File: src/rtl/reassoc_acc_pkg.sv
package reassoc_acc_pkg;
  localparam int DEF_X_W = 16;
  localparam int DEF_Y_W = 24;
endpackage

File: src/rtl/reassoc_pre_stage.sv
module reassoc_pre_stage #(
  parameter int X_W = reassoc_acc_pkg::DEF_X_W,
  parameter int Y_W = reassoc_acc_pkg::DEF_Y_W
) (
  input  logic           clk,
  input  logic           rst_n,
  input  logic           in_valid,
  input  logic [X_W-1:0] in_x,
  input  logic [X_W-1:0] in_a,
  output logic           pre_vld,
  output logic [Y_W-1:0] pre_sum
);
  localparam int EXT_W = Y_W - X_W;

  // widen a signed operand to the total's width
  function automatic logic [Y_W-1:0] widen(input logic [X_W-1:0] v);
    return {{EXT_W{v[X_W-1]}}, v};
  endfunction

  // feed-forward term: independent of earlier iterations
  function automatic logic [Y_W-1:0] offset_sum(input logic [X_W-1:0] x,
                                                input logic [X_W-1:0] a);
    return widen(x) + widen(a);
  endfunction

  always_ff @(posedge clk or negedge rst_n) begin
    if (!rst_n) begin
      pre_vld <= 1'b0;
      pre_sum <= '0;
    end else begin
      pre_vld <= in_valid;
      if (in_valid) pre_sum <= offset_sum(in_x, in_a);
    end
  end
endmodule

File: src/rtl/reassoc_loop.sv
module reassoc_loop #(
  parameter int Y_W = reassoc_acc_pkg::DEF_Y_W
) (
  input  logic           clk,
  input  logic           rst_n,
  input  logic           clear,
  input  logic           pre_vld,
  input  logic [Y_W-1:0] pre_sum,
  output logic [Y_W-1:0] acc_y,
  output logic           acc_valid
);
  // one adder between the total register output and its input
  function automatic logic [Y_W-1:0] loop_add(input logic [Y_W-1:0] y,
                                              input logic [Y_W-1:0] t);
    return y + t;
  endfunction

  logic upd_w;
  assign upd_w = pre_vld & ~clear;

  always_ff @(posedge clk or negedge rst_n) begin
    if (!rst_n) begin
      acc_y     <= '0;
      acc_valid <= 1'b0;
    end else begin
      acc_valid <= upd_w;
      if (clear)      acc_y <= '0;
      else if (upd_w) acc_y <= loop_add(acc_y, pre_sum);
    end
  end
endmodule

File: src/rtl/reassoc_acc.sv
module reassoc_acc #(
  parameter int X_W = reassoc_acc_pkg::DEF_X_W,
  parameter int Y_W = reassoc_acc_pkg::DEF_Y_W
) (
  input  logic           clk,
  input  logic           rst_n,
  input  logic           clear,
  input  logic           in_valid,
  input  logic [X_W-1:0] in_x,
  input  logic [X_W-1:0] in_a,
  output logic [Y_W-1:0] acc_y,
  output logic           acc_valid
);
  logic           pre_vld_w;
  logic [Y_W-1:0] pre_sum_w;

  reassoc_pre_stage #(.X_W(X_W), .Y_W(Y_W)) u_pre (
    .clk      (clk),
    .rst_n    (rst_n),
    .in_valid (in_valid),
    .in_x     (in_x),
    .in_a     (in_a),
    .pre_vld  (pre_vld_w),
    .pre_sum  (pre_sum_w)
  );

  reassoc_loop #(.Y_W(Y_W)) u_loop (
    .clk       (clk),
    .rst_n     (rst_n),
    .clear     (clear),
    .pre_vld   (pre_vld_w),
    .pre_sum   (pre_sum_w),
    .acc_y     (acc_y),
    .acc_valid (acc_valid)
  );
endmodule

File: config.mk
export PLATFORM = sky130hd
export DESIGN_NAME = reassoc_acc
export DESIGN_NICKNAME = d
export VERILOG_FILES = /design/src/rtl/reassoc_acc_pkg.sv /design/src/rtl/reassoc_pre_stage.sv /design/src/rtl/reassoc_loop.sv /design/src/rtl/reassoc_acc.sv
export SDC_FILE = /design/constraint.sdc
export NUM_CORES = 1
export LEC_CHECK = 0
export BUFFER_PORTS_ARGS = -buffer_cell sky130_fd_sc_hd__buf_2
export CORE_ASPECT_RATIO = 2
export CORE_MARGIN = 1.5
export CORE_UTILIZATION = 30
export DETAILED_ROUTE_END_ITERATION = 7
export PLACE_DENSITY = 0.57
export SYNTH_ARGS = -nofsm -noshare
export SYNTH_HDL_FRONTEND = slang
export SYNTH_HIERARCHICAL = 1
export SYNTH_SLANG_ARGS = --single-unit
File: constraint.sdc
create_clock -name clk -period 2.7 [get_ports clk]
set_input_delay 0.405 -clock clk [delete_from_list [all_inputs] [get_ports clk]]
set_output_delay 0.405 -clock clk [all_outputs]
set_load 0.1 [all_outputs]
[After elaboration in Yosys (flattened, before gate mapping)]
Cells that the tools add are included.
Storage, ports and cells
  register bits: 50
  output and inout port bits: 25
  bits of input ports: 36
Cells by class
  muxes and demuxes: 2
  $add $sub $neg: 2
  reduce and logical (&&, ||, !) cells: 1
  bitwise gates (word level): 2
Operator list (count)
  two-way mux 24 bit: 2
  adder 24 bit: 1
  adder 16 x 16 -> 17 bit: 1
  nonzero test 2 bit: 1
  bitwise AND 1 bit: 1
  NOT 1 bit: 1

[Depth between registers and ports, before layout]
Gate-level depths: netlist of the first run.
  word-level depth: 4
  gate-level depth with buffers: 10

[Cells and area by module]
Netlist of the first run, hierarchy kept.
By module, submodules not included
  reassoc_loop: times used 1, cells an instance 238, area an instance 2117.0 µm²
  reassoc_pre_stage: times used 1, cells an instance 174, area an instance 1562.7 µm²

[Least setup slack after synthesis of the first run]
Ideal clock, no wire load.
  path kind: flip-flop to flip-flop
  start: register u_loop.acc_y[0]
  end: register u_loop.acc_y[14]
  clock period less this slack: 3026 ps
  arrival time: 2900 ps
  stages on the path, launching flop included: 9
  required time: 2574 ps
  setup slack: -326 ps
  setup time: 126 ps
  cell sequence: dfrtp_1 ha_1 fa_1 a21oi_1 o221ai_2 a311o_1 a32oi_2 nand2_1 a221o_1
On the way
  cells in the longest elaborated chain, start to end: 3
Ends and longest elaborated chain
  from (decl): line reassoc_loop.sv:9  | output logic [Y_W-1:0] acc_y,
  from (signal assigned): line reassoc_loop.sv:28  | else if (upd_w) acc_y <= loop_add(acc_y, pre_sum);
  adder 24 bit: line reassoc_loop.sv:15  | return y + t;
  two-way mux 24 bit: line reassoc_loop.sv:28
  two-way mux 24 bit: line reassoc_loop.sv:27  | if (clear) acc_y <= '0;
Every way passes these cells. The select of a mux whose other input is x is not followed.
A chain may end at the register's enable or synchronous reset.

[Final worst setup path of the first run]
Same ends and word-level chain as after synthesis.

==> results of run 1 <==
==> power by group through the flow <==
stage	clock (mW)	sequential (mW)	combinational, mW
finish	0.608	0.960	2.47
global route	0.654	0.988	2.68
CTS	0.629	0.967	2.47
detailed placement	0	0.978	2.46
global placement	0	0.973	2.43
floorplan	0	1.71	1.25
==> critical path, cell delays in order, from the launching register on <==
cell	delay, ns
dfrtp_4	0.49
ha_4	0.18
fa_1	0.41
a21oi_2	0.18
o221ai_2	0.13
a311o_1	0.37
a32oi_2	0.32
nand2_1	0.12
a221o_1	0.30
==> logic make-up (layout without fill, tap and decap cells) <==
kind of cell	after synthesis	in the layout	synth area share, %
compound gates	128	128	24.4
fa+ha+maj	41	41	14.3
xor+xnor	23	23	5.47
simple gates	122	122	16.3
mux	18	18	5.17
buf+inv	37	94	5.10
flops	43	43	29.2
==> synthesized netlist by cell type, drive strengths merged, types with 2 or more instances <==
cell type and count:
a211o 2, a211oi 5, a21boi 2, a21o 10, a21oi 39, a221o 2, a221oi 2, a311o 2
a31o 4, a31oi 5, and2 2, and3 6, and4 2, buf 14, clkbuf 10, dfrtp 43
fa 2, ha 39, inv 12, mux2 8, mux2i 10, nand2 34, nand2b 5, nand3 19
nand4 3, nor2 30, nor2b 3, nor3 6, o2111ai 2, o211ai 7, o21a 4, o21ai 22
o21bai 5, o22ai 2, o311ai 2, o31ai 3, or3 3, or4 2, xnor2 14, xor2 9
==> final cells by class <==
cell class / instances / area [µm²]
inverters: 13 / 48.8
clock buffers: 5 / 125
multi-input cells: 332 / 2430
flip-flops and latches: 43 / 1090
well taps: 147 / 184
clock inverters: 3 / 20.0
fillers: 1269 / 7750
repair buffers: 73 / 398
==> sequential cells by signal, summed over array words and instances, names as in the netlist <==
signal / cells
u_pre/pre_vld: 1
u_loop/acc_valid: 1
u_loop/acc_y: 24
u_pre/pre_sum: 17
==> path summary, 6_finish.rpt <==
check / startpoint / endpoint / slack, ns / cells past startpoint
worst max-delay path: u_loop/acc_y[0] / u_loop/acc_y[14] / 0.09 / 8
worst min-delay path: rst_n / u_loop/acc_y[1] / 0.09 / 1
worst max register to register: u_loop/acc_y[0] / u_loop/acc_y[14] / 0.09 / 8
worst min register to register: u_pre/pre_sum[13] / u_pre/pre_sum[13] / 0.50 / 2
max in group asynchronous: rst_n / u_loop/acc_y[6] / 1.90 / 2
min in group clk: in_a[0] / u_pre/pre_sum[0] / 0.47 / 3
==> metal layers <==
| metal | track usage (%) | wire length [µm] | vias up |
|---|---|---|---|
| met3 | 1.37 | 236 | 23 |
| met4 | 8.07 | 337 | 0 |
| met2 | 29.5 | 5480 | 63 |
| li1 | - | - | 1632 |
| met1 | 16.5 | 3520 | 1539 |
| met5 | 0 | 0 | - |
==> stage by stage <==
| stage | cell area, µm² | util, % |
|---|---|---|
| 2_1_floorplan | 3710 | - |
| 3_3_place_gp | 4150 | 34.5 |
| 3_5_place_dp | 4150 | 34.5 |
| 4_1_cts | 4300 | 35.7 |
| 5_1_grt | 4300 | 35.7 |
| 6_report | 4300 | 35.7 |
==> what timing repair did <==
item	CTS	global route
setup buffers	0	0
pin swaps	1	2
endpoints found under the setup margin	1	5
endpoints found under the hold margin	0	0
resized for setup	0	1
==> flow_summary.toml, run 1 <==
[power_and_ir_drop]
sw_frac_of_total_pct = 52.3
p_seq_share_pct = 23.8
vdd_drop_max_v = 0.000647
power_density_nw_per_um2 = 939
p_comb_share_pct = 61.2
p_sw_mw = 2.11
clock_power_share_pct = 15.0
p_int_mw = 1.93
p_leak_nw = 2.02
power_mw = 4.04

[clock_network]
cts_tree = "built"
clock_latency_ns = 0.30
ctsLongestPathBuffers = 2
cts-root-buf = "clkbuf_16"
htreeDepth = 2
cts.sinks = 43
cts_buffers = 5
clkTransAtPathRegs_ns = 0.06
cts_hold_buf = 0

[global_routing]
grt_start_max_net_pins = 24
grt_pass1_wl_um = 16000
grt_pass1_vias = 3388
antenna_found_initial = 0
gr-usage-all-layers_pct = 15.8
overflow = 0

[sta]
period_needed_ns = 2.61
tns_ns = 0
worstMarginPinSlew_ns = 0.622
final-setup-viol-count = 0
finalCritPeriodShare_pct = 96.5
maxSlewViolCount = 0
fin_hold_ws_ns = 0.0942
final-hold-violation-count = 0
slew_headroom_pct = 57.4
fin_worst_skew_ns = 0.00479
fin_ws_ns = 0.0942
rsz0062_at_grt = "no"
fmax_mhz = 384

[cells_and_area]
diodes = 0
fin_cells = 616
drive_gt1_share_pct = 26.7
final_cell_mix = "buf_2 (60), ha_1 (38), a21oi_1 (35)"
layout.nets = 545
layout_commonest_cell = "buf_2"
synthToLayoutAreaGrowth_pct = 16.9

[placed_design]
io_buffers = 60
post-dp-hpwl_um = 7770
dp_cells = 608
pre_cts_ws_ns = 0.00523
place_congestion = 0.815

[job]
maxCapViolations = 0

[floorplan]
die_area_um2 = 13000
fp.coreArea_um2 = 12100
io_pins = 61
dieWidth_um = 81.3
num_rows = 57
die_height_um = 160
start_util_pct = 30.5

[synth]
syn_area_um2 = 3680
yosysTopAreaCell = "dfrtp_1"
synth_nets = 489
netlist_instances = 412
synth_top_area_share_pct = 29.2
synth_edf_count = 0
postSynth.asyncResetShare_pct = 100
ys_ff_latch = 43
ys_warn_count = 6
ys_seq_area_share_pct = 29.2
netlist_top_cells_area = "dfrtp_1 (29%), ha_1 (13%), a21oi_1 (4.9%)"
synth_ff_type = "dfrtp_1"
synth.distinct_cells = 74
syn_avg_cell_area_um2 = 8.93

[status]
status = "complete, no violations"

[critical_path]
startpoint_type = "flip-flop"
crit_arrival_ns = 2.79
end_kind = "flip-flop"
crit_fanout = 4
crit_type = "flip-flop to flip-flop"
crit_required_ns = 2.88

[hold_path]
hold_path_class = "input pin to asynchronous set/reset pin"

[routing]
drc_errors = 0
avgRoutedWirePerCell_um = 15.5
drt_iter0_drc = 138
drt_pre_antenna_iters = 4
dr_total_vias = 3257
drt_wl_total_um = 9570
ant_nets = 0
viasPerCell = 5.29
No activity file was read; power rests on OpenSTA's default activity.
==> inputs of run 2 (changes only) <==
--- a/config.mk
+++ b/config.mk
@@ -5,12 +5,13 @@
 export SDC_FILE = /design/constraint.sdc
 export NUM_CORES = 1
 export LEC_CHECK = 0
+export ABC_AREA = 1
 export BUFFER_PORTS_ARGS = -buffer_cell sky130_fd_sc_hd__buf_2
 export CORE_ASPECT_RATIO = 2
 export CORE_MARGIN = 1.5
 export CORE_UTILIZATION = 30
 export DETAILED_ROUTE_END_ITERATION = 7
-export PLACE_DENSITY = 0.57
+export PLACE_DENSITY = 0.56
 export SYNTH_ARGS = -nofsm -noshare
 export SYNTH_HDL_FRONTEND = slang
 export SYNTH_HIERARCHICAL = 1
==> run 2 against run 1 <==
Clock power down 0.7%. Synthesized area up 19%. Clock-buffer cell count up 1. Wire length up 28%. Sequential share of layout area down 3.9 points. Synthesized cell count up 73%. First-iteration DRC count up 49%. Total power down 16%. Critical path depth up 2.
==> flow_summary.toml, run 2 <==
[status]
status = "complete, no violations"

[placed_design]
io_buffers = 60
post-dp-hpwl_um = 10200
place_congestion = 0.925

[cells_and_area]
final_cell_mix = "nand2_1 (298), inv_1 (109), buf_2 (60)"
synthToLayoutAreaGrowth_pct = 14.4
diodes = 0
top_regs = "u_loop/acc_y (24), u_pre/pre_sum (17)"
multi_input_area_um2 = 2750
regMostFlops = "u_loop/acc_y"
drive_gt1_share_pct = 16.6
largest_reg_flops = 24
final-seq-area_um2 = 1080
fillers = 1663
layout.nets = 847
layout_commonest_cell = "nand2_1"

[routing]
drc_errors = 0
drt_wl_total_um = 12300
drt_iter0_drc = 205
avgRoutedWirePerCell_um = 12.8
dr_total_vias = 4313
viasPerCell = 4.48
ant_nets = 0
drt_pre_antenna_iters = 5

[critical_path]
crit_arrival_ns = 2.25
rr_worst_depth = 10
r2r-start = "u_loop/acc_y[0]"
r2r-end = "u_loop/acc_y[12]"
crit_fanout = 4
end_kind = "flip-flop"
crit_required_ns = 2.88
crit_type = "flip-flop to flip-flop"
startpoint_type = "flip-flop"
reg2reg_slack_ns = 0.63

[global_routing]
antenna_found_initial = 0
gr-usage-all-layers_pct = 17.0
grt_pass1_wl_um = 20000
use_met2_pct = 34.4
use_met1_pct = 15.8
grtUsageMet3_pct = 1.29
grt_start_max_net_pins = 29
grt_pass1_vias = 4312
top_usage_layer = "met2"
overflow = 0

[floorplan]
die_area_um2 = 15400
num_rows = 62
fp.coreArea_um2 = 14300
start_util_pct = 30.6
dieWidth_um = 88.4
die_height_um = 174
io_pins = 61

[power_and_ir_drop]
vdd_drop_max_v = 0.000248
power_mw = 3.39
p_leak_nw = 3.01
power_density_nw_per_um2 = 678

[clock_network]
htreeDepth = 2
cts.sinks = 43
cts-resized-gates = 0
cts_setup_buffers = 0
ctsLongestPathBuffers = 2
cts_buffers = 5
clock_latency_ns = 0.30
cts-root-buf = "clkbuf_16"
clkTransAtPathRegs_ns = 0.06
cts_tree = "built"
cts_hold_buf = 0

[sta]
period_needed_ns = 2.07
slew_headroom_pct = 54.1
fmax_mhz = 483
tns_ns = 0
final-hold-violation-count = 0
fin_hold_ws_ns = 0.0201
finalCritPeriodShare_pct = 76.7
rsz0062_at_grt = "no"
worstMarginPinSlew_ns = 0.688
final-setup-viol-count = 0
maxSlewViolCount = 0
fin_worst_skew_ns = 0.00403

[synth]
synth_top_area_share_pct = 25.6
synth.distinct_cells = 33
synth_nets = 789
yosysTopAreaCell = "nand2_1"
synth_edf_count = 0
ys_ff_latch = 43
ys_seq_area_share_pct = 24.6
netlist_instances = 712
syn_area_um2 = 4370
synth_ff_type = "dfrtp_1"
syn_avg_cell_area_um2 = 6.14
netlist_top_cells_area = "nand2_1 (26%), dfrtp_1 (25%), ha_1 (11%)"
postSynth.asyncResetShare_pct = 100
ys_warn_count = 6
synthTopCellsByCount = "nand2_1 (298), inv_1 (109), dfrtp_1 (43), nand3_1 (41), ha_1 (39)"
synth.most_common_cell = "nand2_1"

[hold_path]
hold_path_class = "input pin to asynchronous set/reset pin"

[job]
maxCapViolations = 0
## run 2: changes by cell type after synthesis, moves of 8 or more
cell     delta
inv_2      +14
nand3_1    +22
xnor2_1    -12
nand2_2    +17
nand2_1   +264
inv_1      +97
nor2_1      +8
a21o_1      -8
mux2i_1    -10
## run 2: cell families after synthesis
kind of cell / share of synthesized area, %
fa+ha+maj: 12.1
buf+inv: 12.4
simple gates: 43.5
flops: 24.6
xor+xnor: 0.801
compound gates: 6.58
## run 2: final cells by class
type	count	area share, %
Clock buffer	6	2.58
Tap cell	192	4.80
Clock inverter	2	0.250
Multi-Input combinational cell	533	55.0
Inverter	123	9.23
Timing Repair Buffer	64	6.60
Sequential cell	43	21.5
## run 2: worst max-delay path, cell delays in order (launching register included)
cell and delay (ns):
dfrtp_1 0.40, ha_1 0.27, fa_1 0.46, nand2_1 0.12
nand2_1 0.08, nand2_1 0.16, o21ai_2 0.10, nand2_1 0.07
nand2_1 0.09, nor2_1 0.12, o21ai_1 0.08
## run 2: where the power goes
group / leakage [nW] / internal [mW] / switching [mW]
sequential: 0.549 / 0.756 / 0.103
combinational: 2.39 / 0.498 / 1.43
clock: 0.0669 / 0.342 / 0.263
total: 3.01 / 1.59 / 1.79
## run 2: per-stage QoR
stage                     utilization (%)  area, µm²  cells  setup WS [ns]
final                                35.0       5000    963          0.630
after global routing                 35.0       5000    963          0.480
after CTS                            35.0       5000    963          0.659
after detailed placement             34.1       4860    955          0.665
after global placement               34.1       4860    955          0.658
after floorplan                         -       4370    712          0.409
## run 2: how the worst max path moves through the flow
stage / start / slack [ns] / cells after the start / end
floorplan: u_loop/acc_y[0] / 0.41 / 10 / u_loop/acc_y[20]
global placement: u_loop/acc_y[0] / 0.66 / 10 / u_loop/acc_y[16]
detailed placement: in_x[0] / 0.66 / 11 / u_pre/pre_sum[16]
CTS: u_loop/acc_y[0] / 0.66 / 10 / u_loop/acc_y[16]
global route: u_loop/acc_y[0] / 0.48 / 10 / u_loop/acc_y[16]
finish: u_loop/acc_y[0] / 0.63 / 10 / u_loop/acc_y[12]
## run 2: routing by layer
| metal | up-vias | part of all wire (%) | wire length, µm |
|---|---|---|---|
| li1 | 2302 | - | - |
| met1 | 1921 | 36 | 4360 |
| met5 | - | 0 | 0 |
| met2 | 66 | 59 | 7190 |
| met3 | 24 | 1.8 | 220 |
| met4 | 0 | 4.1 | 509 |
==> inputs of run 3 (changes only) <==
--- a/config.mk
+++ b/config.mk
@@ -11,7 +11,7 @@
 export CORE_MARGIN = 1.5
 export CORE_UTILIZATION = 30
 export DETAILED_ROUTE_END_ITERATION = 7
-export PLACE_DENSITY = 0.56
+export PLACE_DENSITY = 0.58
 export SYNTH_ARGS = -nofsm -noshare
 export SYNTH_HDL_FRONTEND = slang
 export SYNTH_HIERARCHICAL = 1
==> constraint.sdc (replaced) <==
create_clock -name clk -period 1.7 [get_ports clk]
set_input_delay 0.255 -clock clk [delete_from_list [all_inputs] [get_ports clk]]
set_output_delay 0.255 -clock clk [all_outputs]
set_load 0.1 [all_outputs]
==> run 3 against run 2 <==
The flow now finishes with violations (setup timing). First-iteration DRC count decreased by 35%. Non-clock buffer count increased by 63. Clock skew increased by 0.0022 ns. Critical path depth increased by 1. Wire length increased by 7.9%. Design area increased by 26%. Combinational power increased by 130%. Via count increased by 7.6%. Sequential power increased by 71%. Register-to-register slack got worse by 0.71 ns. Flip-flop and latch count unchanged. Worst hold slack improved by 0.18 ns. Largest power group unchanged. Highest routed layer unchanged.
==> flow_summary.toml, run 3 (synthesis results as in run 2) <==
[global_routing]
grt_start_max_net_pins = 32
overflow = 0
antenna_found_initial = 0
grt_pass1_wl_um = 21300
grt_pass1_vias = 4589
gr-usage-all-layers_pct = 17.9

[sta]
maxSlewViolCount = 0
slew_headroom_pct = 66.9
tns_ns = -0.456
final-setup-viol-count = 12
finalCritPeriodShare_pct = 105
fin_ws_ns = -0.0800
worstMarginPinSlew_ns = 0.500
fmax_mhz = 562
fin_worst_skew_ns = 0.00623
rsz0062_at_grt = "yes"
final-hold-violation-count = 0
period_needed_ns = 1.78

[routing]
drt_wl_total_um = 13300
avgRoutedWirePerCell_um = 12.9
drt_pre_antenna_iters = 4
viasPerCell = 4.52
ant_nets = 0
dr_total_vias = 4640
drt_iter0_drc = 134
drc_errors = 0

[critical_path]
path_cells = "ha_4 > fa_2 > nand2_2 > nand2_2 > nand2_4 > o21ai_4 > nand2_2 > nand2_2 > nand2_1 > nand2_1 > o21ai_2"
r2r-end = "u_loop/acc_y[12]"
rr_worst_depth = 11
cp_slowest_cell = "dfrtp_4"
crit_family = "adder cells"
crit_type = "flip-flop to flip-flop"
startpoint_type = "flip-flop"
crit_arrival_ns = 2.00
r2r-start = "u_loop/acc_y[0]"
cpMostUsedCell = "nand2_2"
crit_required_ns = 1.92
crit_fanout = 4
slowest_delay_ns = 0.49
cp_num_buf_inv = 0
reg2reg_slack_ns = -0.08
end_kind = "flip-flop"

[placed_design]
post-dp-hpwl_um = 10900
io_buffers = 60
place_area_um2 = 5660
place_congestion = 0.897
dp_cells = 1004

[clock_network]
cts-root-buf = "clkbuf_16"
ctsLongestPathBuffers = 2
cts.sinks = 43
clkTransAtPathRegs_ns = 0.06
cts_tree = "built"
clock_latency_ns = 0.29
htreeDepth = 2
cts_buffers = 5

[hold_path]
hold_start = "clear"
hold_path_class = "input pin to flip-flop"
hold-path-cell-count = 2
hold_end = "u_loop/acc_y[4]"

[floorplan]
die_area_um2 = 15400
io_pins = 61
fp.coreArea_um2 = 14300
start_util_pct = 30.6
die_height_um = 174
dieWidth_um = 88.4
num_rows = 62

[cells_and_area]
final_cell_mix = "nand2_1 (255), inv_1 (106), buf_2 (60)"
drive_gt1_share_pct = 38.2
layout.nets = 910
regMostFlops = "u_loop/acc_y"
largest_reg_flops = 24
top_regs = "u_loop/acc_y (24), u_pre/pre_sum (17)"
diodes = 0
synthToLayoutAreaGrowth_pct = 44.3
stdcell_area_um2 = 6310
utilization_pct = 44.2
layout_commonest_cell = "nand2_1"
fin_cells = 1026

[power_and_ir_drop]
p_leak_nw = 3.38
power_mw = 6.86
vdd_drop_max_v = 0.000585
power_density_nw_per_um2 = 1090

[job]
maxCapViolations = 0

[status]
violations = "setup timing"
status = "finished, violations left"
## run 3: cell types whose count changed in the layout (fill, tap and decap cells not counted), sizes merged
cell         previous run  this run
buf                    64       126
dlygate4sd3             0         1
## run 3: worst max path at each step
stage                          startpoint                end  slack, ns  cells past startpoint
after floorplan           u_loop/acc_y[0]   u_loop/acc_y[12]      -0.17                     11
after global placement            in_x[0]  u_pre/pre_sum[16]       -0.1                     11
after detailed placement  u_loop/acc_y[0]   u_loop/acc_y[22]      -0.11                     10
after CTS                 u_loop/acc_y[0]    u_loop/acc_y[6]      -0.09                      9
after global routing      u_loop/acc_y[3]   u_loop/acc_y[16]      -0.18                     10
final                     u_loop/acc_y[0]   u_loop/acc_y[12]      -0.08                     11
## run 3: power breakdown
group          switching [mW]  total (mW)  internal, mW
sequential              0.202        1.47          1.27
combinational            2.74        4.36          1.62
clock                   0.447        1.04         0.588
total                    3.39        6.86          3.47
## run 3: metal layers
layer	routed length, µm	vias to the layer above	part of all wire (%)	global-route usage [%]
met1	4570	2119	35	16.8
met2	7980	70	60	37.2
li1	-	2427	-	-
met5	0	-	0	0
met3	255	24	1.9	1.33
met4	445	0	3.4	6.90
## run 3: final cells by class
| type | instances | area, µm² |
|---|---|---|
| well taps | 192 | 240 |
| inverters | 123 | 462 |
| flip-flops and latches | 43 | 1160 |
| clock inverters | 2 | 16.3 |
| multi-input cells | 533 | 3410 |
| clock buffers | 6 | 139 |
| repair buffers | 127 | 878 |
| fillers | 1541 | 7960 |
## run 3: repair_timing
item | 4_1_cts | 5_1_grt
hold endpoints to repair | 12 | 0
pin swaps | 16 | 34
buffers inserted | 5 | 8
hold buffers | 1 | 0
endpoints found under the setup margin | 19 | 20
gates resized for setup | 42 | 62
## run 3: per-stage QoR
step / hold slack (ns) / worst slack [ns]
final: 0.200 / -0.0800
after global routing: 0.209 / -0.178
after CTS: 0.209 / -0.0886
after detailed placement: 0.205 / -0.115
after global placement: 0.202 / -0.0985
after floorplan: -0.0406 / -0.171
